`src/rtl/trig_pkg.sv`:
```
package trig_pkg;

    localparam int unsigned MAX_CH = 64;

    typedef enum logic {
        LEN_FULL  = 1'b0,
        LEN_SHORT = 1'b1
    } len_sel_e;

    // ones in the low 'len' positions
    function automatic logic [MAX_CH-1:0] len_mask(input int unsigned len);
        logic [MAX_CH-1:0] m;
        m = '0;
        for (int unsigned i = 0; i < MAX_CH; i++) begin
            if (i < len) m[i] = 1'b1;
        end
        return m;
    endfunction

endpackage

```
`src/rtl/trig_hit_window.sv`:
```
module trig_hit_window #(
    parameter int unsigned N_CH       = 27,
    parameter int unsigned WIN_CYCLES = 9200
) (
    input  logic            clk,
    input  logic            rst_n,
    input  logic [N_CH-1:0] hit_i,
    input  logic [N_CH-1:0] elig_i,
    output logic [N_CH-1:0] flag_o
);
    localparam int unsigned CW = $clog2(WIN_CYCLES + 1);
    localparam logic [CW-1:0] WIN_LOAD = CW'(WIN_CYCLES);

    typedef struct packed {
        logic [CW-1:0] cnt;
    } win_state_t;

    for (genvar g = 0; g < N_CH; g++) begin : g_ch
        win_state_t st_d, st_q;

        always_comb begin
            st_d = st_q;
            if (!elig_i[g]) begin
                st_d.cnt = '0;
            end else if (hit_i[g]) begin
                st_d.cnt = WIN_LOAD;
            end else if (st_q.cnt != '0) begin
                st_d.cnt = st_q.cnt - 1'b1;
            end
        end

        always_ff @(posedge clk) begin
            if (!rst_n) st_q <= '0;
            else        st_q <= st_d;
        end

        assign flag_o[g] = (st_q.cnt != '0);
    end

endmodule

```
`src/rtl/trig_sync_edge.sv`:
```
module trig_sync_edge #(
    parameter int unsigned STAGES = 2
) (
    input  logic clk,
    input  logic rst_n,
    input  logic async_i,
    output logic rise_o
);
    typedef struct packed {
        logic [STAGES-1:0] pipe;
        logic              prev;
    } sync_state_t;

    sync_state_t st_d, st_q;

    always_comb begin
        st_d      = st_q;
        st_d.pipe = {st_q.pipe[STAGES-2:0], async_i};
        st_d.prev = st_q.pipe[STAGES-1];
    end

    always_ff @(posedge clk) begin
        if (!rst_n) st_q <= '0;
        else        st_q <= st_d;
    end

    assign rise_o = st_q.pipe[STAGES-1] & ~st_q.prev;

endmodule

```
`src/rtl/trig_shreg.sv`:
```
module trig_shreg
    import trig_pkg::*;
#(
    parameter int unsigned N_CH      = 27,
    parameter int unsigned SHORT_LEN = 18
) (
    input  logic            clk,
    input  logic            rst_n,
    input  logic [N_CH-1:0] flags_i,
    input  logic            lock_i,
    input  logic            shift_i,
    input  logic            short_i,
    output logic [N_CH-1:0] sr_o
);
    typedef struct packed {
        logic [N_CH-1:0] sr;
    } sh_state_t;

    sh_state_t       st_d, st_q;
    len_sel_e        len_sel;
    logic [N_CH-1:0] keep_mask;

    always_comb begin
        len_sel   = short_i ? LEN_SHORT : LEN_FULL;
        keep_mask = (len_sel == LEN_SHORT) ? N_CH'(len_mask(SHORT_LEN))
                                           : N_CH'(len_mask(N_CH));
        st_d = st_q;
        if (!lock_i) begin
            st_d.sr = flags_i & keep_mask;
        end else if (shift_i) begin
            st_d.sr = {1'b0, st_q.sr[N_CH-1:1]};
        end
    end

    always_ff @(posedge clk) begin
        if (!rst_n) st_q <= '0;
        else        st_q <= st_d;
    end

    assign sr_o = st_q.sr;

endmodule

```
`src/rtl/trig_word_shifter.sv`:
```
module trig_word_shifter #(
    parameter int unsigned N_CH        = 27,
    parameter int unsigned SHORT_LEN   = 18,
    parameter int unsigned WIN_CYCLES  = 9200,
    parameter int unsigned SYNC_STAGES = 2
) (
    input  logic            clk,
    input  logic            rst_n,
    input  logic [N_CH-1:0] hit_i,
    input  logic [N_CH-1:0] anodic_i,
    input  logic [N_CH-1:0] auth_i,
    input  logic [N_CH-1:0] inhibit_i,
    input  logic            short_mode_i,
    input  logic            lock_i,
    input  logic            tclk_i,
    output logic            tdata_o
);
    logic [N_CH-1:0] elig;
    logic [N_CH-1:0] flags;
    logic [N_CH-1:0] sr_q;
    logic            shift_pulse;

    assign elig = anodic_i & auth_i & ~inhibit_i;

    trig_hit_window #(
        .N_CH       (N_CH),
        .WIN_CYCLES (WIN_CYCLES)
    ) u_win (
        .clk    (clk),
        .rst_n  (rst_n),
        .hit_i  (hit_i),
        .elig_i (elig),
        .flag_o (flags)
    );

    trig_sync_edge #(
        .STAGES (SYNC_STAGES)
    ) u_sync (
        .clk     (clk),
        .rst_n   (rst_n),
        .async_i (tclk_i),
        .rise_o  (shift_pulse)
    );

    trig_shreg #(
        .N_CH      (N_CH),
        .SHORT_LEN (SHORT_LEN)
    ) u_sr (
        .clk     (clk),
        .rst_n   (rst_n),
        .flags_i (flags),
        .lock_i  (lock_i),
        .shift_i (shift_pulse),
        .short_i (short_mode_i),
        .sr_o    (sr_q)
    );

    assign tdata_o = sr_q[0];

endmodule

```
`config.mk`:
```
export PLATFORM = sky130hd
export DESIGN_NAME = trig_word_shifter
export DESIGN_NICKNAME = d
export VERILOG_FILES = /design/src/rtl/trig_pkg.sv /design/src/rtl/trig_hit_window.sv /design/src/rtl/trig_sync_edge.sv /design/src/rtl/trig_shreg.sv /design/src/rtl/trig_word_shifter.sv
export SDC_FILE = /design/constraint.sdc
export NUM_CORES = 1
export LEC_CHECK = 0
export ABC_AREA = 1
export BUFFER_PORTS_ARGS = -buffer_cell sky130_fd_sc_hd__buf_2
export CORE_MARGIN = 2
export CORE_UTILIZATION = 56
export DETAILED_ROUTE_END_ITERATION = 10
export PLACE_DENSITY_LB_ADDON = 0.25
export SLEW_MARGIN = 20
export SYNTH_ARGS = -nofsm -noshare
export SYNTH_HDL_FRONTEND = slang
export SYNTH_SLANG_ARGS = --single-unit
```
`constraint.sdc`:
```
create_clock -name clk -period 1.6 [get_ports clk]
set_clock_uncertainty 0.1 [all_clocks]
set_input_delay 0.16 -clock clk [delete_from_list [all_inputs] [get_ports clk]]
set_output_delay 0.16 -clock clk [all_outputs]
set_load 0.1 [all_outputs]
```
* Word-level counts from Yosys, hierarchy flattened
Index checks and enable logic that the tools add are counted.
** Cells by class
- Bitwise gates (word level) :: 34
- Eq/ne operators :: 1
- Muxes and demuxes :: 58
- Reduce and logical (&&, ||, !) cells :: 108
- Add/subtract/negate cells :: 27
** Operators with widths (count)
- $mux 14 :: 54
- $reduce_bool 14->1 :: 27
- $sub 14x1->14 const B :: 27
- $and 27x27->27 :: 3
- $mux 27 :: 3
- $reduce_or 3->1 :: 27
- $reduce_and 2->1 :: 27
- $reduce_bool 2->1 :: 27
- $not 1->1 :: 29
- $not 27->27 :: 1
- $ne 2x1->1 const B :: 1
- $and 1x1->1 :: 1
- $mux 1 :: 1
** Storage, ports and cells
- Word-level logic and storage cells :: 285
- Register bits :: 408

* Logic depth before layout (Yosys ltp)
- Depth after elaboration :: 4
- Depth in mapped cells :: 10
- Gate-level depth less buffers :: 10

* Modules after synthesis
A second synthesis with hierarchy kept.
** Unflattened totals
- Cell total of the unflattened synthesis :: 3591
- Area total of the unflattened synthesis :: 22838.2 sq um
** Modules (own cells, without submodules)
- trig_hit_window :: area each 20935.1 sq um, instances 1, seq. area each 7567.3 sq um, cells each 3299
- trig_shreg :: area each 1540.2 sq um, instances 1, seq. area each 540.5 sq um, cells each 227
- trig_word_shifter :: area each 270.3 sq um, instances 1, seq. area each 0.0 sq um, cells each 54
- trig_sync_edge :: area each 92.6 sq um, instances 1, seq. area each 60.1 sq um, cells each 11

* Least setup slack after synthesis
OpenSTA, ideal clock, no wires.
- Path type :: flip-flop to flip-flop
- Start point :: register u_win.g_ch[26].st_q[0] (netlist name)
- End point :: register u_win.g_ch[26].st_q[3] (netlist name)
- Required time :: 1.375 ns
- Cell stages (with the launch flop) :: 9
- Buffers on the path :: 1
- Arrival :: 1.305 ns
- Setup slack :: 0.070 ns
- Cells stage by stage :: dfxtp_1 -> inv_1 -> ha_1 -> nand2_2 -> nor2_4 -> nand4_2 -> buf_4 -> nand3b_1 -> a21oi_1
** Between the ends
- Longest elaborated chain between the ends :: 1
- Elaborated cells between the ends (all ways) :: 2
- Classes of those cells :: add/sub (1); reduce/logical (1)
** RTL lines
- from (decl) :: line trig_hit_window.sv:19 : win_state_t st_d, st_q;
- from (signal assigned) :: line trig_hit_window.sv:34 : else st_q <= st_d;
- $sub 14x1->14 / $reduce_bool 14->1 (equally long branches) :: line trig_hit_window.sv:28, trig_hit_window.sv:27
Parallel ways exist; a longest one is shown, timed or not.
A chain may end at the register's enable or synchronous reset.

* Worst setup path after layout
- Start point :: register u_win.g_ch[26].st_q[9] (netlist name)
- End point :: register u_win.g_ch[26].st_q[4] (netlist name)
** Between the ends
- Longest elaborated chain between the ends :: 2
** RTL lines
- $reduce_bool 14->1 :: line trig_hit_window.sv:27 : end else if (st_q.cnt != '0) begin
- $reduce_bool 2->1 (no source line)
Every way passes these cells.

==> impl_metrics.ini <==
[status]
outcome = finished, final reports clean

[die]
core_area_sq_um = 38600
die_height_um = 202
design.die.area_sq_um = 40800
chipWidth_um = 202
top_level_ports = 114
initial_core_util = 0.568
placementRows = 72

[route]
routed_wire_length_per_instance_um = 13.5
route.detailed.drc = 0
route.detailed.vias_per_inst = 5.35
dr.first_iter.drc_count = 1422
final_antenna_net_count = 0
drt_first_pass_iters = 7
finalWirelength_um = 56200
route.vias.total = 22284

[synthesis]
async_reset_ff_frac = 0
synth_area_leader_cell = sky130_fd_sc_hd__dfxtp_1
post_synthesis_cells = 3218
synth_sequential_area_ratio = 0.372
post_synth_fa_ha_maj_area_fraction = 0.0177
post_synth_mux_area_share = 0
synth_top_area_frac = 0.372
synth_edf_count = 0
post_synth_instance_area_sq_um = 21900
number_of_distinct_standard_cells_referenced_by_the_synthesized_netlist = 47
synth_compound_gate_area_share = 0.123
combinational_family_with_the_most_area_after_synthesis = simple AND/OR/NAND/NOR gates
mappedNetlistNets = 3362
synth.ff_latch_count = 408
ys_warnings = 0
avgSynthCellArea_sq_um = 6.82
yosys-top-cells-area = sky130_fd_sc_hd__dfxtp_1 (37%), sky130_fd_sc_hd__nand2_1 (11%), sky130_fd_sc_hd__nor2_1 (8.7%), sky130_fd_sc_hd__nand3_1 (7.3%), sky130_fd_sc_hd__a21oi_1 (5.8%)
dominantRegCellSynth = sky130_fd_sc_hd__dfxtp_1
yosys.area_share.simple = 0.371
synth_xor_xnor_area_share = 0.0359

[power]
finalPower_w = 0.0267
seq_power_share = 0.396
p_comb_frac = 0.184
clockPowerShare = 0.420
switching_power_w = 0.00749
power.share.switching = 0.281
internal_power_w = 0.0192
vdd_ir_drop_max_v = 0.000848
power_leakage_nw = 13.0
power.density_nw_per_um2 = 976

[timing]
final_hold_slack_ns = 0.0212
worst-slew-pin-transition_ns = 0.827
hold_viol = 0
timing.final.crit_share = 0.976
relSlewSlack = 0.449
slew_violations = 0
period_minus_slack_ns = 1.56
max_clock_freq_ghz = 0.640
totalNegativeSetupSlack_ns = 0
setup_viol_count_final = 0
unrepaired_setup_endpoints_after_global_routing = true

[cts]
worst_setup_hold_path_clk_slew_ns = 0.06
cts-buffers-inserted = 45
root_buffer = sky130_fd_sc_hd__clkbuf_16
clk-insertion-delay-late_ns = 0.57
cts_max_path_buffers = 3
ctsHtreeMaxLevel = 2
clock-sinks = 408
tritoncts = yes

[grt]
grt_first_pass_wirelength_um = 92000
antenna_found_initial = 0
grt_pass1_vias = 20805
grt_start_max_net_pins = 25
grtUsageTotal = 0.262
globalRoute.totalOverflow = 0

[critical_path]
critical-path-slowest-cell = sky130_fd_sc_hd__dfxtp_1
startpoint_kind_of_the_worst_setup_timing_path = flop
cpPeakStageDelay_ns = 0.34
worstPathCellList = nor2_1 -> inv_1 -> nor2_4 -> nand3_1 -> nor2_4 -> nor2_1 -> nor2_1 -> nor2_1
worst-endpoint-arrival_ns = 1.92
critical_path.endpoint_type = flop
crit_path_frequent_cell = sky130_fd_sc_hd__nor2_1
critical_path_required_ns = 1.96
r2r_cells = 8
cp_max_fo = 5
path_class = flop to flop
r2r_setup_slack_ns = 0.04

[final_layout]
final-seq-area_sq_um = 8170
most_used_cells_in_the_layout_excluding_fill_and_tap_cells = sky130_fd_sc_hd__nand2_1 (648), sky130_fd_sc_hd__nor2_1 (484), sky130_fd_sc_hd__dfxtp_1 (406), sky130_fd_sc_hd__inv_1 (321), sky130_fd_sc_hd__nand3_1 (317)
fillers = 3055
final_net_count = 3755
post_route_cells_drive_above_1_share = 0.177
mostFrequentLayoutCell = sky130_fd_sc_hd__nand2_1
finish.instance_area_sq_um = 27400
multi_input_area_sq_um = 12600
n_antenna_cell = 0
layout-area-overhead-vs-synth_pct = 24.7
finish.cell_count_without_fillers = 4165

[hold_path]
hp-class = input port to flop
holdPathStages = 5

[placement]
number_of_placed_cells_counting_well_taps = 3936
placement.cell_area_sq_um = 23800
placement.io_buffers = 113
dpl.hpwl_um = 37600
routabilityCongestion = 0.909

[run]
max-cap-violations = 0
[worst max-delay path, delay by kind of cell, from the launching register on]
kind / cells / cell delay (ns)
buffers and inverters: 1 / 0.10
and+or+nand+nor: 7 / 0.90
DFF: 1 / 0.34
[through the flow]
step | util | setup WS, ns
finish | 0.708 | 0.0376
global route | 0.708 | -0.0582
CTS | 0.692 | 0.00120
detailed placement | 0.616 | -0.0802
global placement | 0.616 | -0.0437
floorplan | - | 0.0705
[cell type report]
cell class / instances / share of cell area
clock inverters: 25 / 0.0121
flip-flops and latches: 408 / 0.299
repair buffers: 379 / 0.107
inverters: 381 / 0.0525
well taps: 518 / 0.0237
clock buffers: 58 / 0.0471
multi-input cells: 2396 / 0.459
[layer usage]
| layer | vias to the layer above | wire, um | global-route usage |
|---|---|---|---|
| met4 | 0 | 1550 | 0.102 |
| met1 | 10263 | 24600 | 0.326 |
| li1 | 11331 | - | - |
| met5 | - | 0 | 0 |
| met3 | 125 | 2540 | 0.0324 |
| met2 | 565 | 27500 | 0.461 |
[cell families after synthesis]
logic type / count (synthesis)
and+or+nand+nor: 1793
DFF: 408
AOI/OAI and AO/OA: 475
adders and majority gates: 31
xor gates and xnor gates: 90
buffers and inverters: 421
[cell usage after synthesis, types with 12 or more instances]
cell type / number
sky130_fd_sc_hd__o21ai_1: 68
sky130_fd_sc_hd__a31oi_1: 18
sky130_fd_sc_hd__buf_2: 14
sky130_fd_sc_hd__inv_1: 329
sky130_fd_sc_hd__inv_2: 50
sky130_fd_sc_hd__nand2_1: 654
sky130_fd_sc_hd__nand3_2: 16
sky130_fd_sc_hd__or2_2: 27
sky130_fd_sc_hd__a211oi_1: 12
sky130_fd_sc_hd__nor2_4: 21
sky130_fd_sc_hd__nor2_2: 50
sky130_fd_sc_hd__nand3b_1: 23
sky130_fd_sc_hd__nand2_2: 28
sky130_fd_sc_hd__o211ai_1: 19
sky130_fd_sc_hd__dfxtp_1: 408
sky130_fd_sc_hd__xor2_1: 65
sky130_fd_sc_hd__ha_1: 31
sky130_fd_sc_hd__o21ai_0: 40
sky130_fd_sc_hd__o21bai_1: 28
sky130_fd_sc_hd__a21oi_1: 255
sky130_fd_sc_hd__nand3_1: 318
sky130_fd_sc_hd__nor3_1: 52
sky130_fd_sc_hd__or2_1: 16
sky130_fd_sc_hd__nor2_1: 510
sky130_fd_sc_hd__buf_6: 19
sky130_fd_sc_hd__xnor2_1: 25
sky130_fd_sc_hd__nand4_1: 50
[registers in the layout, summed over array words and instances (netlist names)]
signal,flops
u_sr.sr_o,27
u_sync.st_d,2
u_sync.st_q,1
u_win.g_ch.st_q,378
[final timing paths]
kind | start | to
setup / recovery | u_win.g_ch[26].st_q[9]$_SDFFE_PN0P_ | u_win.g_ch[26].st_q[4]$_SDFFE_PN0P_
hold / removal | anodic_i[14] | u_win.g_ch[14].st_q[5]$_SDFFE_PN0P_
hold reg to reg | u_sync.st_d[0]$_SDFF_PN0_ | u_sync.st_q[0]$_SDFF_PN0_
setup reg to reg | u_win.g_ch[26].st_q[9]$_SDFFE_PN0P_ | u_win.g_ch[26].st_q[4]$_SDFFE_PN0P_
[power by group through the flow]
stage | Clock, W | Combinational [W] | Sequential (W)
2_1_floorplan | 0 | 0.00326 | 0.0108
3_3_place_gp | 0 | 0.00411 | 0.0108
3_5_place_dp | 0 | 0.00424 | 0.0108
4_1_cts | 0.0114 | 0.00454 | 0.0106
5_1_grt | 0.0118 | 0.00549 | 0.0106
6_report | 0.0112 | 0.00491 | 0.0106
[what timing repair did]
action	4_1_cts	5_1_grt
pin swaps	0	26
endpoints found under the setup margin	41	233
hold buffers	121	7
buffers inserted	3	16
cloned	0	7
hold endpoints to repair	380	28
gates resized for setup	17	109
No activity file was read; power rests on OpenSTA's default activity.
